## config.mk

```make
export PLATFORM = sky130hd
export DESIGN_NAME = sec_rtc
export DESIGN_NICKNAME = d
export VERILOG_FILES = /design/src/rtl/sec_rtc_pkg.sv /design/src/rtl/sec_rtc_decode.sv /design/src/rtl/sec_rtc_count.sv /design/src/rtl/sec_rtc_alarm.sv /design/src/rtl/sec_rtc.sv
export SDC_FILE = /design/constraint.sdc
export NUM_CORES = 1
export LEC_CHECK = 0
export CAP_MARGIN = 15
export CORE_AREA = 2 2 143 145
export CTS_BUF_LIST = sky130_fd_sc_hd__clkbuf_4
export CTS_CLUSTER_SIZE = 30
export DETAILED_ROUTE_END_ITERATION = 12
export DIE_AREA = 0 0 145 147
export DONT_BUFFER_PORTS = 1
export GPL_TIMING_DRIVEN = 0
export PLACE_DENSITY = 0.45
export RECOVER_POWER = 25
export SLEW_MARGIN = 20
export SYNTH_ARGS = -nofsm -noshare
export SYNTH_HDL_FRONTEND = slang
export SYNTH_HIERARCHICAL = 1
export SYNTH_SLANG_ARGS = --single-unit
```

## constraint.sdc

```tcl
create_clock -name clk -period 2.8 [get_ports clk]
set_input_delay 0.14 -clock clk [delete_from_list [all_inputs] [get_ports clk]]
set_output_delay 0.14 -clock clk [all_outputs]
set_load 0.02 [all_outputs]
```

## src/rtl/sec_rtc_pkg.sv

```systemverilog
// Shared constants for the seconds RTC: register offsets and control bit positions.
// Assumes a byte-wide bus and a counter made of NB_BYTES bytes.
package sec_rtc_pkg;
    localparam int NB_BYTES    = 4;
    localparam int OFS_CTRL    = 8'h00;
    localparam int OFS_ACTL    = 8'h01;
    localparam int OFS_STAGE   = 8'h02;
    localparam int OFS_LIVE    = 8'h06;
    localparam int OFS_ALARM   = 8'h0A;
    localparam int BIT_RUN     = 7;
    localparam int BIT_AEN     = 1;
    localparam int BIT_PEND    = 0;
    typedef logic [7:0] byte_t;
endpackage

```

## src/rtl/sec_rtc_decode.sv

```systemverilog
// Address decoder: turns a byte offset into hit lines for each register.
// Purely combinational; the caller gates the hits with its own strobes.
module sec_rtc_decode
    import sec_rtc_pkg::*;
#(
    parameter int ADDR_W = 8,
    parameter int NB     = NB_BYTES
) (
    input  logic [ADDR_W-1:0] addr,
    output logic              hit_ctrl,
    output logic              hit_actl,
    output logic [NB-1:0]     hit_stage,
    output logic [NB-1:0]     hit_live,
    output logic [NB-1:0]     hit_alarm
);
    // Single-register hits.
    always_comb begin
        hit_ctrl = (addr == ADDR_W'(OFS_CTRL));
        hit_actl = (addr == ADDR_W'(OFS_ACTL));
    end

    // One hit per byte of each multi-byte window.
    for (genvar i = 0; i < NB; i++) begin : g_win
        assign hit_stage[i] = (addr == ADDR_W'(OFS_STAGE + i));
        assign hit_live[i]  = (addr == ADDR_W'(OFS_LIVE + i));
        assign hit_alarm[i] = (addr == ADDR_W'(OFS_ALARM + i));
    end
endmodule

```

## src/rtl/sec_rtc_count.sv

```systemverilog
// Seconds counter with staged load. Bytes 1..NB-1 are held in a staging array;
// a byte-0 write commits them together with the written byte and beats a tick.
// Assumes at most one write strobe per cycle.
module sec_rtc_count
    import sec_rtc_pkg::*;
#(
    parameter int NB = NB_BYTES,
    localparam int W = 8 * NB
) (
    input  logic          clk,
    input  logic          rst_n,
    input  logic          tick,
    input  logic          run,
    input  logic [NB-1:0] stage_we,
    input  byte_t         wdata,
    output logic [W-1:0]  cnt,
    output logic [W-1:0]  cnt_next,
    output logic          adv
);
    byte_t        stage_b [1:NB-1];
    logic [W-1:0] commit_val;
    logic         commit;

    assign commit   = stage_we[0];
    assign cnt_next = cnt + W'(1);
    assign adv      = tick && run && !commit;

    // Staged upper bytes, each loaded by its own window write.
    for (genvar i = 1; i < NB; i++) begin : g_stage
        always_ff @(posedge clk) begin
            if (!rst_n)           stage_b[i] <= '0;
            else if (stage_we[i]) stage_b[i] <= wdata;
        end
    end

    // Assemble the value a byte-0 write loads.
    always_comb begin
        commit_val[7:0] = wdata;
        for (int i = 1; i < NB; i++) commit_val[8*i +: 8] = stage_b[i];
    end

    // Running counter: commit wins over a tick.
    always_ff @(posedge clk) begin
        if (!rst_n)      cnt <= '0;
        else if (commit) cnt <= commit_val;
        else if (adv)    cnt <= cnt_next;
    end

    a_r2_halt_holds: assert property (@(posedge clk) disable iff (!rst_n)
        (!run && !commit) |=> $stable(cnt));
    a_r5_stage_isolated: assert property (@(posedge clk) disable iff (!rst_n)
        ((|stage_we[NB-1:1]) && !tick) |=> $stable(cnt));
    a_r7_commit_byte0: assert property (@(posedge clk) disable iff (!rst_n)
        commit |=> (cnt[7:0] == $past(wdata)));
    a_r6_step_one: assert property (@(posedge clk) disable iff (!rst_n)
        (tick && run && !commit) |=> (cnt == $past(cnt) + W'(1)));
endmodule

```

## src/rtl/sec_rtc_alarm.sv

```systemverilog
// Alarm value register, match detection and the pending flag.
// A match counts only on a cycle where the counter advances onto the alarm value.
module sec_rtc_alarm
    import sec_rtc_pkg::*;
#(
    parameter int NB = NB_BYTES,
    localparam int W = 8 * NB
) (
    input  logic          clk,
    input  logic          rst_n,
    input  logic [NB-1:0] alarm_we,
    input  logic          actl_we,
    input  byte_t         wdata,
    input  logic          aen,
    input  logic          adv,
    input  logic [W-1:0]  cnt_next,
    output logic [W-1:0]  alarm_val,
    output logic          pending
);
    byte_t alm_b [NB];
    logic  fire;
    logic  ack;

    // Alarm bytes, written one at a time.
    for (genvar i = 0; i < NB; i++) begin : g_alm
        always_ff @(posedge clk) begin
            if (!rst_n)           alm_b[i] <= '0;
            else if (alarm_we[i]) alm_b[i] <= wdata;
        end
    end

    // Pack the bytes little-endian.
    always_comb begin
        for (int i = 0; i < NB; i++) alarm_val[8*i +: 8] = alm_b[i];
    end

    assign fire = adv && aen && (cnt_next == alarm_val);
    assign ack  = actl_we && !wdata[BIT_PEND];

    // Pending flag: a new match outranks a same-cycle acknowledge.
    always_ff @(posedge clk) begin
        if (!rst_n)    pending <= 1'b0;
        else if (fire) pending <= 1'b1;
        else if (ack)  pending <= 1'b0;
    end

    a_r9_rise_needs_enable: assert property (@(posedge clk) disable iff (!rst_n)
        $rose(pending) |-> $past(aen && adv));
    a_r10_ack_clears: assert property (@(posedge clk) disable iff (!rst_n)
        (ack && !fire) |=> !pending);
    a_r10_one_keeps: assert property (@(posedge clk) disable iff (!rst_n)
        (pending && actl_we && wdata[BIT_PEND]) |=> pending);
endmodule

```

## src/rtl/sec_rtc.sv

```systemverilog
// Top of the seconds RTC: control bits, bus strobes, registered read mux.
// Assumes the bus raises at most one of write or read strobe per cycle.
module sec_rtc
    import sec_rtc_pkg::*;
#(
    parameter int ADDR_W = 8,
    parameter int NB     = NB_BYTES,
    localparam int W     = 8 * NB
) (
    input  logic              clk,
    input  logic              rst_n,
    input  logic              sec_tick,
    input  logic [ADDR_W-1:0] bus_addr,
    input  logic              bus_wr,
    input  logic              bus_rd,
    input  logic [7:0]        wr_data,
    output logic [7:0]        rd_data,
    output logic              alarm_irq
);
    logic          hit_ctrl, hit_actl;
    logic [NB-1:0] hit_stage, hit_live, hit_alarm;
    logic          run, aen, pending, adv;
    logic [W-1:0]  cnt, cnt_next, alarm_val;
    byte_t         rd_mux;

    sec_rtc_decode #(.ADDR_W(ADDR_W), .NB(NB)) u_dec (
        .addr(bus_addr), .hit_ctrl(hit_ctrl), .hit_actl(hit_actl),
        .hit_stage(hit_stage), .hit_live(hit_live), .hit_alarm(hit_alarm)
    );

    sec_rtc_count #(.NB(NB)) u_cnt (
        .clk(clk), .rst_n(rst_n), .tick(sec_tick), .run(run),
        .stage_we(hit_stage & {NB{bus_wr}}), .wdata(wr_data),
        .cnt(cnt), .cnt_next(cnt_next), .adv(adv)
    );

    sec_rtc_alarm #(.NB(NB)) u_alm (
        .clk(clk), .rst_n(rst_n), .alarm_we(hit_alarm & {NB{bus_wr}}),
        .actl_we(hit_actl && bus_wr), .wdata(wr_data), .aen(aen),
        .adv(adv), .cnt_next(cnt_next), .alarm_val(alarm_val), .pending(pending)
    );

    // Control register: only run and alarm-enable are kept.
    always_ff @(posedge clk) begin
        if (!rst_n) begin
            run <= 1'b0;
            aen <= 1'b0;
        end else if (bus_wr && hit_ctrl) begin
            run <= wr_data[BIT_RUN];
            aen <= wr_data[BIT_AEN];
        end
    end

    // Select the byte for the current offset; unmapped offsets give zero.
    always_comb begin
        rd_mux = '0;
        if (hit_ctrl) begin
            rd_mux[BIT_RUN] = run;
            rd_mux[BIT_AEN] = aen;
        end
        if (hit_actl) rd_mux[BIT_PEND] = pending;
        for (int i = 0; i < NB; i++) begin
            if (hit_live[i])  rd_mux = rd_mux | cnt[8*i +: 8];
            if (hit_alarm[i]) rd_mux = rd_mux | alarm_val[8*i +: 8];
        end
    end

    // Register the read byte on a read strobe.
    always_ff @(posedge clk) begin
        if (!rst_n)      rd_data <= '0;
        else if (bus_rd) rd_data <= rd_mux;
    end

    assign alarm_irq = pending;

    a_r11_unmapped_zero: assert property (@(posedge clk) disable iff (!rst_n)
        (bus_rd && (bus_addr > ADDR_W'(OFS_ALARM + NB - 1))) |=> (rd_data == 8'h00));
    a_r3_ctrl_spare_zero: assert property (@(posedge clk) disable iff (!rst_n)
        (bus_rd && hit_ctrl) |=> ((rd_data & 8'h7D) == 8'h00));
endmodule

```

==> results.yml <==
detailed_routing:
  avgRoutedWirePerCell_um: 24.5
  final_antenna_net_count: 0
  drc: 0
  routed_wl_um: 22800
  drtIter0Drc: 636
  drt_pre_antenna_iters: 6
  vias: 5418
  viasPerCell: 5.82
global_route:
  overflow: 0
  use_met2_pct: 33.2
  top_usage_layer: "met2"
  use_met1_pct: 28.7
  grt_pass1_wl_um: 33200
  gr-usage-all-layers_pct: 21.1
  grt_pass1_vias: 5058
  grt_max_degree: 17
  grt_use_met3_pct: 2.70
  antenna_found_initial: 1
power_and_ir_drop:
  p_total_w: 0.00287
  powerDensity_mw_per_mm2: 416
  p_leak_nw: 2.50
  ir_worst_vdd_uv: 234
timing:
  max_slew_margin_pct: 48.5
  finalHoldViolCount: 0
  slew_violations: 0
  clock.fmax_ghz: 0.368
  skew_ns: 0.0178
  period_share_pct: 97.1
  finalCriticalPeriod_ns: 2.72
  worstMarginPinSlew_ns: 0.770
  timing.final.setup_violations: 0
yosys:
  synth_cell_type_count: 56
  synth_area_sq_mm: 0.00586
  synth-seq-area-share_pct: 43.4
  yosys_warnings: 6
  syn_area_per_cell_sq_um: 9.60
  yosys.area.top_type: "edfxtp_1"
  ys.flop_type: "edfxtp_1"
  yosysTopAreaCellShare_pct: 28.7
  syn_nets: 633
  synth-edff-count: 56
  synthArstFlopShare_pct: 0
  syn_inst: 611
  ys_top_cells_by_area: "edfxtp_1 (29%), dfxtp_1 (15%), and3_1 (6.7%), xnor2_1 (6.4%), xor2_1 (4.3%)"
  synth-seq-cells: 99
cts:
  insertion_delay_ns: 0.50
  cts.clk_slew.worst_paths_ns: 0.17
  cts_tree: "yes"
  cts-root-buf: "clkbuf_4"
  cts.sinks: 99
  clockBufferDepth: 2
  htree_levels: 3
  cts_buffers: 9
finish:
  layout_common_cells: "and3_1 (63), edfxtp_1 (56), xnor2_1 (42)"
  fin_area_sq_mm: 0.00689
  stdcell_count: 931
  synthToLayoutAreaGrowth_pct: 17.5
  nFillCells: 2023
  drive_above_1_share_pct: 13.6
  finalNetCount: 677
  final_common_cell: "and3_1"
floorplanning:
  fp.dieW_um: 145
  start_util_pct: 29.6
  die-area_sq_mm: 0.0213
  ios: 30
  fp.coreArea_sq_mm: 0.0198
  die_height_um: 147
  rows: 52
worst_setup_path:
  r2r-end: "u_alm/pending"
  critical_path.endpoint_type: "flop"
  crit_fanout: 9
  worstSetupStartpoint: "u_cnt/cnt[4]"
  cp_common_cell: "nand4_1"
  reg2reg_slack_ns: 0.08
  critPathLaunchType: "flop"
  worst_ep_required_time_ns: 3.25
  cp_cell_sequence: "buf_4 -> and4_1 -> clkbuf_4 -> nand4_1 -> buf_6 -> nor3_2 -> xor2_1 -> xnor2_1 -> nand4_1 -> nor4_2 -> nand3_1 -> nand2_1"
  rr_startpoint: "u_cnt/cnt[4]"
  critPathKind: "reg -> reg"
  critPathMaxStageDelay_ns: 0.38
  r2r_cells: 12
  cp.arrival_ns: 3.16
  cpMaxStageDelayCell: "dfxtp_1"
  crit_end: "u_alm/pending"
placement:
  io_buffers: 0
  dpl.cell_count: 881
  place_area_sq_mm: 0.00620
  dpl.hpwl_um: 16100
  gp_congestion: 0.899
min_path:
  hold_path.class: "in -> reg"
job:
  drv_cap: 0
status:
  outcome: "complete, no violations"
==> cells in the mapped netlist, types with 2 or more instances <==
master    number
a211o_1        2
a211oi_1       3
a21boi_0       3
a21oi_1        7
a221oi_1       6
a221oi_2       3
a222oi_1       5
a22o_1         4
a22o_2         5
a22oi_1        4
a31oi_1       11
a32oi_1        2
a41oi_1        6
and2_1        11
and3_1        63
and4_1         5
buf_2         15
buf_6          6
clkbuf_1      27
dfxtp_1       43
edfxtp_1      56
inv_1          4
nand2_1       35
nand2b_1      16
nand3_1       21
nand4_1       20
nor2_1        22
nor2b_1        3
nor3_1        22
nor4_1        19
o211a_1        3
o211ai_1       3
o21ai_0       36
o311a_1        3
o311ai_0       3
o31ai_1        8
o41a_1         3
or3_1          6
or4_1         10
xnor2_1       43
xor2_1        29
==> registers in the layout (all words and copies together) (netlist names) <==
register	count
aen	1
rd_data	8
run	1
u_alm/alm_b	32
u_alm/pending	1
u_cnt/cnt	32
u_cnt/stage_b	24
==> critical path, delay by kind of cell (launching register included) <==
family	cells	cell delay (ns)
XOR/XNOR	2	0.44
buffers and inverters	3	0.60
flip-flops	1	0.38
AND/OR/NAND/NOR	7	1.22
==> repair_timing <==
item / 4_1_cts / 5_1_grt
hold buffers: 21 / 0
endpoints found under the setup margin: 1 / 1
setup buffers: 3 / 11
pin swaps: 3 / 5
cloned: 0 / 1
endpoints found under the hold margin: 77 / 0
gates resized for setup: 22 / 31
==> cells by family (layout without fill, tap and decap cells) <==
family | count (synthesis) | count (layout) | share of synthesized area [%]
flip-flops | 99 | 99 | 43.4
AO/OA/AOI/OAI | 124 | 124 | 15.7
multiplexers | 1 | 1 | 0.171
adder cells (fa/ha/maj) | 1 | 1 | 0.213
AND/OR/NAND/NOR | 259 | 259 | 25.2
other | 0 | 1 | 0
XOR/XNOR | 72 | 72 | 10.8
buffers and inverters | 55 | 104 | 4.67
==> cell type report <==
cell class | instances | area, sq um | share of cell area (%)
diodes | 1 | 2.50 | 0.0363
plain buffers | 47 | 262 | 3.80
clock buffers | 9 | 67.6 | 0.981
clock inverters | 7 | 140 | 2.03
inverters | 5 | 18.8 | 0.272
multi-input cells | 457 | 3180 | 46.1
flip-flops and latches | 99 | 2560 | 37.2
well taps | 270 | 338 | 4.90
repair buffers | 36 | 320 | 4.65
==> metal layers <==
metal  vias up  routed length (um)
met3        55                1490
met1      2700                9940
met4         0                 960
met2       236               10400
met5         -                   0
li1       2427                   -
==> through the flow <==
stage                     setup TNS [ns]  hold WS [ns]  setup slack, ns  util, %
after floorplan                        0         0.278            0.375        -
after global placement            -0.526         0.293           -0.526     31.3
after detailed placement          -0.477         0.287           -0.477     31.3
after CTS                              0       0.00125          0.00314     33.9
after global routing            -0.00712        0.0859         -0.00712     34.7
final                                  0        0.0472           0.0825     34.7
==> worst min path at each step <==
| stage | from | end | cells past startpoint | slack, ns |
|---|---|---|---|---|
| global placement | wr_data[2] | u_cnt/cnt[2] | 1 | 0.29 |
| detailed placement | rst_n | rd_data[3] | 2 | 0.29 |
| floorplan | wr_data[2] | u_cnt/cnt[2] | 1 | 0.28 |
| CTS | bus_addr[2] | rd_data[7] | 4 | 0.001 |
| finish | bus_addr[2] | rd_data[7] | 4 | 0.05 |
| global route | bus_addr[0] | rd_data[0] | 4 | 0.09 |
==> power breakdown <==
group	leakage, nW	switching [W]	internal (W)
clock	0.102	0.000532	0.000539
sequential	0.886	0.0000456	0.00158
combinational	1.51	0.000115	0.0000553
Note: power is estimated with default switching activity, not from simulation.
